<file path="config.mk">
export PLATFORM = sky130hd
export DESIGN_NAME = vid_out_sel
export DESIGN_NICKNAME = d
export VERILOG_FILES = /design/src/rtl/vid_out_sel.sv
export SDC_FILE = /design/constraint.sdc
export NUM_CORES = 1
export LEC_CHECK = 0
export ABC_AREA = 1
export BUFFER_PORTS_ARGS = -buffer_cell sky130_fd_sc_hd__buf_2
export CELL_PAD_IN_SITES_DETAIL_PLACEMENT = 1
export CELL_PAD_IN_SITES_GLOBAL_PLACEMENT = 1
export CORE_MARGIN = 5
export CORE_UTILIZATION = 22
export DETAILED_ROUTE_END_ITERATION = 10
export PLACE_DENSITY = 0.81
export SLEW_MARGIN = 25
export SYNTH_ARGS = -nofsm -noshare
export SYNTH_HDL_FRONTEND = slang
export SYNTH_SLANG_ARGS = --single-unit
export TNS_END_PERCENT = 5
</file>
<file path="constraint.sdc">
create_clock -name clk -period 0.8 [get_ports clk]
set_input_delay 0.24 -clock clk [delete_from_list [all_inputs] [get_ports clk]]
set_output_delay 0.24 -clock clk [all_outputs]
set_load 0.01 [all_outputs]
</file>
<file path="src/rtl/vid_out_sel.sv">
module vid_out_sel #(
  parameter int SCL_W       = 2,
  parameter int SYNC_STAGES = 2
) (
  input  logic             clk,
  input  logic             rst_n,
  input  logic             pll_rst,
  input  logic             lock_en_pll,
  input  logic             lock_en_dpa,
  input  logic             in_sel,
  input  logic             ref_pol,
  input  logic             func_sel,
  input  logic             pll_lock,
  input  logic             dpa_lock,
  input  logic             sync_in,
  input  logic             sync_rec,
  input  logic             osc_ref,
  input  logic [SCL_W-1:0] scl_code,
  input  logic             half_inv,
  input  logic [4:0]       oe,
  output logic             stat_out,
  output logic             pclk_diff,
  output logic             pclk_diff_oe,
  output logic             pclk_se,
  output logic             pclk_se_oe,
  output logic             hclk_diff,
  output logic             hclk_diff_oe,
  output logic             hclk_se,
  output logic             hclk_se_oe,
  output logic             func_out,
  output logic             func_oe
);
  localparam int CNT_W = (1 << SCL_W) - 1;

  logic [SYNC_STAGES-1:0] sync_q;
  logic [CNT_W-1:0]       cnt;
  logic [SCL_W-1:0]       scl_q;
  logic                   hq;
  logic                   div_bit;
  logic [4:0]             en;

  always_comb begin
    unique case ({lock_en_dpa, lock_en_pll})
      2'b00:   stat_out = in_sel ? osc_ref : (sync_in ^ ref_pol);
      2'b01:   stat_out = pll_lock;
      2'b10:   stat_out = dpa_lock;
      default: stat_out = pll_lock & dpa_lock;
    endcase
  end

  always_ff @(posedge clk) begin
    if (!rst_n) sync_q <= '0;
    else        sync_q <= {sync_q[SYNC_STAGES-2:0], func_sel ? sync_in : sync_rec};
  end

  always_ff @(posedge clk) begin
    if (!rst_n || pll_rst) hq <= 1'b0;
    else                   hq <= ~hq;
  end

  always_ff @(posedge clk) begin
    if (!rst_n) begin
      cnt   <= '0;
      scl_q <= '0;
    end else begin
      scl_q <= scl_code;
      if (pll_rst || scl_code != scl_q) cnt <= '0;
      else                              cnt <= cnt + 1'b1;
    end
  end

  always_comb begin
    div_bit = clk;
    for (int i = 1; i <= CNT_W; i++)
      if (int'(scl_q) == i) div_bit = cnt[i-1];
  end

  assign en           = rst_n ? oe : 5'b0;
  assign pclk_diff_oe = en[0];
  assign pclk_se_oe   = en[1];
  assign hclk_diff_oe = en[2];
  assign hclk_se_oe   = en[3];
  assign func_oe      = en[4];

  assign pclk_diff = en[0] & clk;
  assign pclk_se   = en[1] & div_bit;
  assign hclk_diff = en[2] & (hq ^ half_inv);
  assign hclk_se   = en[3] & (hq ^ half_inv);
  assign func_out  = en[4] & sync_q[SYNC_STAGES-1];
endmodule

</file>
==> results.yml <==
clocking:
  numCtsBuffers: 3
  path_clk_slew_ps: 160
  cts_tree: "yes"
  clockRootBuffer: "clkbuf_4"
  ctsHtreeMaxLevel: 1
  clkLatencyLatePin_ps: 330
  clock_path_buffers: 2
logic_synthesis:
  netlist_instances: 80
  synth.area.top_cells: "dfxtp_1 34%, nand2_1 20%, inv_1 18%, nor2_1 5.5%, nor3_1 4.2%"
  postSynthAreaPerCell_um2: 5.928
  synth_area_um2: 474.2
  synth_seq_cells: 8
  synth_top_area_cell: "dfxtp_1"
  synth_top_area_share_pct: 33.77
  synth_warnings: 0
  syn_nets: 102
  yosysSeqAreaShare_pct: 33.77
  synth.distinct_cells: 14
die:
  num_rows: 16
  io_pins: 32
  die_y_um: 56.43
  start_util_pct: 23.69
  die_x_um: 56.43
  coreArea_mm2: 0.002002
  dieArea_mm2: 0.003184
place:
  hpwl_um: 1210
  place_area_um2: 700.7
  gp_congestion: 0.7063
  placed_cells: 142
  port_buffers: 31
sta:
  tightest_slew_ps: 147.8
  layout_setup_ws_ps: -602.4
  finalMaxSlewViolations: 0
  finalCritPeriodShare_pct: 175.3
  tns_ps: -3211
  finClkSkew_ps: 5.729
  rsz0062_at_grt: "true"
  max_slew_margin_pct: 90.07
  hold_viol: 0
  max_freq_mhz: 713.1
  fin_crit_ps: 1402
  setup_viol: 17
detailed_routing:
  vias_per_cell: 4.135
  dr.pass1.iters: 4
  drt_iter0_drc: 8
  num_vias: 612
  drcViolationCount: 0
  totalWireLength_um: 1436
  wire_per_inst_um: 9.703
  drtAntennaViolNets: 0
worst_setup_path:
  timing.rr.end: "cnt[0]"
  worstSetupPathType: "flop to output pin"
  timing.rr.start: "scl_q[0]"
  reg2regPathDepth: 6
  required_ps: 560
  start_kind: "flop"
  worstSetupEndpointType: "output pin"
  arrival_ps: 1160
  reg2reg_setup_slack_ps: -240
  path_max_fanout: 5
layout:
  final_nets: 144
  layout_common_cells: "27 x buf_2, 20 x inv_1, 18 x nand2_1"
  fin_cells: 148
  synthToLayoutAreaGrowth_pct: 82.32
  utilization_pct: 43.19
  layout_commonest_cell: "buf_2"
  fin_area_um2: 864.6
  layout-drive-gt1-share_pct: 52.89
  n_antenna_cell: 0
worst_hold_path:
  worstHoldStart: "pll_rst"
  hp-class: "primary input to flop"
  whs_path_depth: 2
  hold_end: "hq"
power_and_ir_drop:
  clockPowerShare_pct: 56.4
  switching_share_pct: 41.50
  powerDensity_mw_per_mm2: 1795
  p_seq_share_pct: 27.5
  p_int_uw: 907.7
  fin_total_pwr_mw: 1.552
  p_leak_nw: 0.5182
  ir_drop_mv: 0.7532
  switchingPower_uw: 643.9
  combPwrFrac_pct: 16.1
run_status:
  violations: "negative setup slack"
  outcome: "finished with violations"
grt:
  grt_start_max_net_pins: 9
  grt-ovfl-total: 0
  antenna_found_initial: 0
  grt_usage_pct: 8.882
  grt_pass1_vias: 603
  grt_pass1_wl_um: 2201
flow_run:
  maxCapViolations: 0
[how the worst max path moves through the flow]
| stage | startpoint | endpoint | slack [ps] |
|---|---|---|---|
| 2_1_floorplan | clk | pclk_se | -100 |
| 3_3_place_gp | clk | pclk_se | -200 |
| 3_5_place_dp | rst_n | pclk_se | -230 |
| 4_1_cts | scl_q[0] | pclk_se | -600 |
| 5_1_grt | scl_q[0] | pclk_se | -680 |
| 6_report | scl_q[0] | pclk_se | -600 |
[logic make-up (layout without fill, tap and decap cells)]
logic type / count (synthesis) / after routing / share of synthesized area, %
flip-flops: 8 / 8 / 33.77
AND/OR/NAND/NOR: 40 / 40 / 35.09
AO/OA/AOI/OAI: 5 / 5 / 5.276
buffers and inverters: 25 / 66 / 21.37
XOR/XNOR: 1 / 1 / 1.847
adder cells (fa/ha/maj): 1 / 1 / 2.638
[metrics by stage]
| stage | setup WS, ps | hold slack, ps |
|---|---|---|
| 3_5_place_dp | -234.9 | 407.0 |
| 6_report | -602.4 | 57.35 |
| 2_1_floorplan | -96.08 | 316.9 |
| 3_3_place_gp | -200.6 | 398.2 |
| 4_1_cts | -603.6 | 52.85 |
| 5_1_grt | -678.6 | 65.00 |
[sequential cells by signal, summed over array words and instances (netlist names)]
signal  cells
cnt         3
hq          1
scl_q       2
sync_q      2
[synthesized netlist by cell type, drive strengths merged]
cell	n
a21oi	2
buf	1
dfxtp	8
ha	1
inv	24
nand2	25
nand3	3
nor2	8
nor3	4
o21ai	3
xnor2	1
[worst max-delay path: stages, from the launching register on]
cell and delay [ps]:
dfxtp_4 400, nand2_1 70, nand3_2 70, nand2_2 50, nor2_2 90, buf_2 130
[what timing repair did]
action / 4_1_cts / 5_1_grt
resized for setup: 15 / 13
buffers inserted: 0 / 1
endpoints found under the setup margin: 17 / 17
pin swaps: 3 / 3
hold buffers: 0 / 0
[cell type report]
cell class,count,area (um2)
fill,283,1137
multi-input combinational,47,275.3
timing repair buffer,35,224.0
sequential,8,170.2
inverter,23,86.33
clock inverter,3,42.54
tap,27,33.78
clock buffer,5,32.53
[power by group through the flow]
stage                     combinational [mW]  sequential (mW)  clock, mW
after floorplan                       0.0972            0.433      0.138
after detailed placement               0.204            0.437      0.155
final                                  0.250            0.427      0.875
after global routing                   0.275            0.429      0.943
after CTS                              0.233            0.430      0.900
after global placement                 0.195            0.435      0.155
[metal layers]
metal | vias to the layer above | GRT usage (%) | part of all wire [%] | routed length (um)
met3 | 6 | 4.817 | 12 | 167
met1 | 267 | 8.571 | 40 | 572
met4 | 0 | 7.119 | 3.6 | 51
met2 | 28 | 13.86 | 45 | 645
li1 | 311 | - | - | -
met5 | - | 0 | 0 | 0
(Power assumes the default switching activity.)
